[src/rtl/intc_pkg.sv]
package intc_pkg;
  localparam logic [11:0] A_CTRL     = 12'h000;
  localparam logic [11:0] A_EN_SET   = 12'h004;
  localparam logic [11:0] A_EN_CLR   = 12'h008;
  localparam logic [11:0] A_CFG_BASE = 12'h100;
  localparam logic [11:0] A_MSK_SET  = 12'h800;
  localparam logic [11:0] A_MSK_CLR  = 12'h804;
  localparam logic [11:0] A_TASKPRI  = 12'h808;
  localparam logic [11:0] A_ACK      = 12'h80C;
  localparam logic [11:0] A_DBMSK    = 12'h810;

  // source number carried by a set/clear write is usable only below the count
  function automatic logic idx_ok(logic [31:0] v, int unsigned n);
    return v < n;
  endfunction

  // control word: bit 0 prioritisation, bits [12:2] source count
  function automatic logic [31:0] ctrl_word(logic pe, int unsigned n);
    logic [31:0] w;
    w = '0;
    w[12:2] = 11'(n);
    w[0] = pe;
    return w;
  endfunction
endpackage

[src/rtl/intc_src_bank.sv]
module intc_src_bank #(
  parameter int unsigned NSRC = 116,
  parameter int unsigned PW   = 4,
  parameter int unsigned IW   = 10
) (
  input  logic               clk,
  input  logic               rst_n,
  input  logic               en_set,
  input  logic               en_clr,
  input  logic               msk_set,
  input  logic               msk_clr,
  input  logic [IW-1:0]      op_idx,
  input  logic               cfg_we,
  input  logic [IW-1:0]      cfg_idx,
  input  logic [PW-1:0]      cfg_prio,
  input  logic [NSRC-1:0]    pend,
  input  logic [PW-1:0]      thr,
  output logic [NSRC-1:0]    elig,
  output logic [NSRC*PW-1:0] prio_flat
);
  logic [NSRC-1:0] en_q;
  logic [NSRC-1:0] msk_q;

  for (genvar g = 0; g < NSRC; g++) begin : g_src
    logic          en_r;
    logic          msk_r;
    logic [PW-1:0] pr_r;
    logic          hit;
    assign hit = (op_idx == IW'(g));
    always_ff @(posedge clk or negedge rst_n) begin
      if (!rst_n) begin
        en_r  <= 1'b0;
        msk_r <= 1'b1;
        pr_r  <= '0;
      end else begin
        if (en_set && hit)       en_r <= 1'b1;
        else if (en_clr && hit)  en_r <= 1'b0;
        if (msk_set && hit)      msk_r <= 1'b1;
        else if (msk_clr && hit) msk_r <= 1'b0;
        if (cfg_we && cfg_idx == IW'(g)) pr_r <= cfg_prio;
      end
    end
    assign en_q[g]  = en_r;
    assign msk_q[g] = msk_r;
    assign elig[g]  = pend[g] & en_r & ~msk_r & (pr_r > thr);
    assign prio_flat[g*PW +: PW] = pr_r;
  end


  en_set_chk: assert property (@(posedge clk) disable iff (!rst_n)
    en_set |=> en_q[$past(op_idx)]);

  msk_clr_chk: assert property (@(posedge clk) disable iff (!rst_n)
    msk_clr |=> !msk_q[$past(op_idx)]);
endmodule

[src/rtl/intc_pick.sv]
module intc_pick #(
  parameter int unsigned NSRC = 116,
  parameter int unsigned PW   = 4,
  parameter int unsigned IW   = 10
) (
  input  logic               clk,
  input  logic               rst_n,
  input  logic [NSRC-1:0]    elig,
  input  logic [NSRC*PW-1:0] prio_flat,
  input  logic               prio_en,
  output logic               any,
  output logic [IW-1:0]      win_idx
);
  logic [PW-1:0] best_p;

  // descending scan with >= leaves the lowest index on ties
  always_comb begin
    best_p  = '0;
    win_idx = '1;
    for (int i = NSRC - 1; i >= 0; i--) begin
      if (elig[i] && (!prio_en || prio_flat[i*PW +: PW] >= best_p)) begin
        best_p  = prio_flat[i*PW +: PW];
        win_idx = IW'(i);
      end
    end
  end
  assign any = |elig;


  win_elig_chk: assert property (@(posedge clk) disable iff (!rst_n)
    any |-> elig[win_idx]);

  none_spur_chk: assert property (@(posedge clk) disable iff (!rst_n)
    !any |-> (win_idx == '1));
endmodule

[src/rtl/prio_intc.sv]
module prio_intc #(
  parameter int unsigned NSRC = 116,
  parameter int unsigned PW   = 4,
  parameter int unsigned IW   = 10,
  parameter int unsigned DBW  = 32
) (
  input  logic             clk,
  input  logic             rst_n,
  input  logic             req_valid,
  output logic             req_ready,
  input  logic             req_write,
  input  logic [11:0]      req_addr,
  input  logic [31:0]      req_wdata,
  output logic             rsp_valid,
  output logic [31:0]      rsp_rdata,
  input  logic [NSRC-1:1]  line_in,
  input  logic [DBW-1:0]   doorbell_req,
  output logic             irq_out
);
  import intc_pkg::*;

  localparam int unsigned CFG_END = 32'(A_CFG_BASE) + 4 * NSRC;

  logic               wr, rd, val_ok, cfg_hit;
  logic [IW-1:0]      op_idx, cfg_idx;
  logic               en_set, en_clr, msk_set, msk_clr;
  logic               prio_en_q;
  logic [PW-1:0]      thr_q;
  logic [DBW-1:0]     db_mask_q;
  logic [NSRC-1:0]    pend, elig;
  logic [NSRC*PW-1:0] prio_flat;
  logic               any;
  logic [IW-1:0]      win_idx;
  logic [31:0]        rd_mux;

  assign req_ready = 1'b1;
  assign wr      = req_valid & req_write;
  assign rd      = req_valid & ~req_write;
  assign val_ok  = idx_ok(req_wdata, NSRC);
  assign op_idx  = req_wdata[IW-1:0];
  assign en_set  = wr && req_addr == A_EN_SET  && val_ok;
  assign en_clr  = wr && req_addr == A_EN_CLR  && val_ok;
  assign msk_set = wr && req_addr == A_MSK_SET && val_ok;
  assign msk_clr = wr && req_addr == A_MSK_CLR && val_ok;
  assign cfg_hit = req_addr >= A_CFG_BASE && 32'(req_addr) < CFG_END &&
                   req_addr[1:0] == 2'b00;
  assign cfg_idx = IW'((req_addr - A_CFG_BASE) >> 2);
  assign pend    = {line_in, |(doorbell_req & db_mask_q)};

  intc_src_bank #(.NSRC(NSRC), .PW(PW), .IW(IW)) u_bank (
    .clk(clk), .rst_n(rst_n),
    .en_set(en_set), .en_clr(en_clr), .msk_set(msk_set), .msk_clr(msk_clr),
    .op_idx(op_idx),
    .cfg_we(wr && cfg_hit), .cfg_idx(cfg_idx), .cfg_prio(req_wdata[PW-1:0]),
    .pend(pend), .thr(thr_q), .elig(elig), .prio_flat(prio_flat)
  );

  intc_pick #(.NSRC(NSRC), .PW(PW), .IW(IW)) u_pick (
    .clk(clk), .rst_n(rst_n), .elig(elig), .prio_flat(prio_flat),
    .prio_en(prio_en_q), .any(any), .win_idx(win_idx)
  );

  always_ff @(posedge clk or negedge rst_n) begin
    if (!rst_n) begin
      prio_en_q <= 1'b0;
      thr_q     <= '0;
      db_mask_q <= '0;
    end else if (wr) begin
      if (req_addr == A_CTRL)    prio_en_q <= req_wdata[0];
      if (req_addr == A_TASKPRI) thr_q     <= req_wdata[PW-1:0];
      if (req_addr == A_DBMSK)   db_mask_q <= req_wdata[DBW-1:0];
    end
  end

  always_comb begin
    case (req_addr)
      A_CTRL:    rd_mux = ctrl_word(prio_en_q, NSRC);
      A_TASKPRI: rd_mux = 32'(thr_q);
      A_ACK:     rd_mux = 32'(win_idx);
      A_DBMSK:   rd_mux = 32'(db_mask_q);
      default:   rd_mux = cfg_hit ? 32'(prio_flat[cfg_idx*PW +: PW]) : 32'd0;
    endcase
  end

  always_ff @(posedge clk or negedge rst_n) begin
    if (!rst_n) begin
      irq_out   <= 1'b0;
      rsp_valid <= 1'b0;
      rsp_rdata <= '0;
    end else begin
      irq_out   <= any;
      rsp_valid <= rd;
      if (rd) rsp_rdata <= rd_mux;
    end
  end


  irq_rise_chk: assert property (@(posedge clk) disable iff (!rst_n)
    any |=> irq_out);

  irq_low_chk: assert property (@(posedge clk) disable iff (!rst_n)
    !any |=> !irq_out);

  rsp_due_chk: assert property (@(posedge clk) disable iff (!rst_n)
    rd |=> rsp_valid);

  thr_gate_chk: assert property (@(posedge clk) disable iff (!rst_n)
    any |-> (prio_flat[win_idx*PW +: PW] > thr_q));
endmodule

[config.mk]
export PLATFORM = sky130hd
export DESIGN_NAME = prio_intc
export DESIGN_NICKNAME = d
export VERILOG_FILES = /design/src/rtl/intc_pkg.sv /design/src/rtl/intc_src_bank.sv /design/src/rtl/intc_pick.sv /design/src/rtl/prio_intc.sv
export SDC_FILE = /design/constraint.sdc
export NUM_CORES = 2
export LEC_CHECK = 0
export BUFFER_PORTS_ARGS = -buffer_cell sky130_fd_sc_hd__buf_2
export CAP_MARGIN = 40
export CORE_UTILIZATION = 40
export DETAILED_ROUTE_END_ITERATION = 6
export PLACE_DENSITY_LB_ADDON = 0.1
export SLEW_MARGIN = 25
export SYNTH_ARGS = -nofsm -noshare
export SYNTH_HDL_FRONTEND = slang
export SYNTH_SLANG_ARGS = --single-unit
[constraint.sdc]
create_clock -name clk -period 269.5 [get_ports clk]
set_input_delay 53.9 -clock clk [delete_from_list [all_inputs] [get_ports clk]]
set_output_delay 53.9 -clock clk [all_outputs]
set_load 0.02 [all_outputs]
==> key figures <==
Timing
  • Tcrit/Tclk final: around 94%
  • Post-Route Setup TNS: 0 ps
  • Pins Over Slew Limit: 0
  • Fmax: 0.00394 GHz
  • Setup Skew: a little under 40 ps
  • Final setup vio count: 0
  • Hold slack final: 459 ps
  • Slew margin rel.: between 30% and 40%
  • Crit path time final: about 250000 ps
  • Slew @ Worst Pin: 1030 ps
  • RSZ-0062 raised after global routing: false
  • Final Hold Fails: 0
  • Final WS setup: about 16000 ps

Die
  • Io pins: 230
  • Die width: ~420 µm
  • # rows: roughly 150
  • Core area: 174000 µm²
  • Die Height: 421 µm
  • Initial core utilization: approximately two fifths
  • Die area: between 150000 and 200000 µm²

Worst setup path
  • Most used cell, CP: ha_1
  • Worst setup path class: in -> reg
  • Slowest cell delay on critical path: ~600 ps
  • Max FO, Critical Path: 13
  • Critical Path AT: between 200000 and 300000 ps
  • Crit. End Element: register
  • CP Launch Type: input port
  • Critical path's slowest cell: a2111oi_0
  • Worst Path Required: roughly 270000 ps

Layout
  • Filler cells: approximately 17000
  • Final-stage net count: roughly 9000
  • Layout cells sized above 1: a little over a fifth
  • Area of the multi-input gates: ~48000 µm²
  • Area added between synthesis and finish: 11.6%
  • Area occupied by registers: just under 20000 µm²
  • Post-route cell area: 78300 µm²
  • Final std cells w/o fill: around 10000
  • Util after Layout: roughly 45%

CTS
  • Clock sink count: roughly 770
  • # Post-CTS Setup Buffers: 0
  • Hold bufs inserted after CTS: 0
  • CTS Buf Count: 100
  • CTS Buffer Depth: 3
  • Reg clk slew, reported paths: about 50 ps
  • CTS-repair resized insts: 0
  • H-tree levels: 3
  • Latest clock arrival within the worst-skew pair: approximately 760 ps
  • Root buffer cell: clkbuf_16
  • TritonCTS clock tree: built

Outcome
  • Outcome: completed

Placement
  • HPWL Detailed: approximately 220000 µm
  • Dpl ws: ~18000 ps
  • Buffers on Ports: between 200 and 250
  • Area post-placement: ~75000 µm²
  • Placed cells: roughly 10000
  • Global placer's final weighted congestion: a little under 1

Synth
  • EDFF count, synth: 0
  • Synth Flop Type: dfrtp_1
  • Yosys cell types: roughly 180
  • Cells after Synth: 7800
  • Syn avg cell area: 8.99 µm²
  • Synth Warn #: 0
  • Synth Register Bits: between 700 and 800
  • Syn Nets: approximately 9000
  • Sequential area share after synthesis: ~28%
  • Post-Syn Area: between 70000 and 80000 µm²
  • Fraction of registers with async set/reset: 100%

Pwr
  • Worst VDD drop: a little over 0.005 mV
  • LEAKAGE: 35.6 nW
  • PD cells: 3.50 nW/µm²
  • Tot Pwr: 0.274 mW

Global route
  • Pin count of the biggest net entering global routing: about 150
  • Vias in the first global route: 62200
  • Initial antenna violation count: 27
  • All-Layer GR Usage: 32.7%
  • Grt ovf: 0
  • First-pass GRT wire length: 428000 µm

Hold path
  • Hold Path Class: reg -> reg

Detailed routing
  • WL per Instance: between 20 and 30 µm
  • DRC: 0
  • Via density: roughly 6.2
  • DRT iter0 DRCs: 5491
  • Routed WL: about 290000 µm
  • ANT nets after route: 0
  • DR pass1 iterations: 6
  • Vias: roughly 65000

Flow run
  • Max Cap Viol: 0
cell families after synthesis:
kind of cell	share of synthesized area, %
and+or+nand+nor	19.6
DFF	27.6
adders and majority gates	14.0
AOI/OAI and AO/OA	21.1
muxes	14.0
buffers and inverters	3.68
xor gates and xnor gates	0.0250
other	0.00535
path summary, 6_finish.rpt:
check,start,depth (start not counted),slack [ps],to
max,line_in[115],880,15620,rsp_rdata[8]$_DFFE_PN0P_
min in group asynchronous,rst_n,1,53140,u_bank.g_src[108].en_r$_DFFE_PN0P_
max reg2reg,thr_q[1]$_DFFE_PN0P_,882,67510,rsp_rdata[8]$_DFFE_PN0P_
max in group asynchronous,rst_n,5,213520,u_bank.g_src[78].msk_r$_DFFE_PN1P_
min reg2reg,rsp_rdata[17]$_DFFE_PN0P_,2,460,rsp_rdata[17]$_DFFE_PN0P_
min,rsp_rdata[17]$_DFFE_PN0P_,2,460,rsp_rdata[17]$_DFFE_PN0P_
area by class of cell:
class / count / area share [%]
multi-input combinational: 6414 / 61.9
sequential: 767 / 24.7
tap: 2325 / 3.72
clock buffer: 139 / 3.59
timing repair buffer: 368 / 3.44
inverter: 377 / 1.83
clock inverter: 50 / 0.791
antenna: 12 / 0.0384
Yosys cell counts (25+ instances only):
cell type	n	share of area (%)
nand2b_1	306	2.7
nor2b_1	147	1.3
a21oi_1	343	2.4
and3_1	39	0.35
clkbuf_1	171	0.92
dfrtp_1	651	23
or2_2	37	0.33
nand3_1	118	0.84
maj3_1	41	0.59
or2b_2	34	0.42
mux2i_1	66	0.94
ha_1	749	13
o21ai_0	947	6.8
or4_1	30	0.32
mux4_2	148	4.8
a211oi_1	50	0.54
nor4_1	46	0.41
dfstp_2	116	4.3
nand2_1	807	4.3
a221oi_1	32	0.40
o21a_1	82	0.88
nor2_1	509	2.7
buf_1	25	0.13
o21ai_1	45	0.32
nand4_1	108	0.96
o211ai_1	78	0.84
and2_1	54	0.48
mux2_2	483	7.8
a21o_1	58	0.62
nor3_1	105	0.75
o31ai_1	42	0.45
inv_1	373	2.0
a31oi_1	63	0.56
a21boi_0	26	0.28
nand4b_1	74	0.92
and4_1	43	0.54
routing by layer:
metal	wire length [µm]	track usage, %
met4	15600	16.2
met1	127000	43.2
met3	21100	5.83
met5	134	0
met2	130000	51.2
placed cells by master (no fill, tap or decap), types with 226 or more instances in the layout:
master,instances
buf_2,226
dfrtp_1,649
inv_1,370
o21ai_0,947
nor2_1,492
ha_1,749
a21oi_1,343
nand2b_1,306
mux2_2,483
nand2_1,807
where the power goes:
| part | total (mW) | switching [mW] | leakage (nW) | internal, mW |
|---|---|---|---|---|
| Combinational | 0.0153 | 0.0112 | 24.3 | 0.00401 |
| Sequential | 0.116 | 0.000170 | 9.65 | 0.115 |
| Clock | 0.143 | 0.0588 | 1.68 | 0.0845 |
| Total | 0.274 | 0.0701 | 35.6 | 0.204 |
flip-flops by register name, indices dropped and copies added (netlist names):
signal	count
thr_q	4
u_bank.g_src.en_r	116
rsp_valid	1
u_bank.g_src.pr_r	464
db_mask_q	32
rsp_rdata	32
u_bank.g_src.msk_r	116
prio_en_q	1
irq_out	1
worst max-delay path: cells and delay by family:
family                   cells  cell delay, ps
AND/OR/NAND/NOR            285           49550
AO/OA/AOI/OAI              339           76170
buffers and inverters       24            2260
multiplexers                86           31430
adder cells (fa/ha/maj)    146           41170
(Power assumes the default switching activity.)
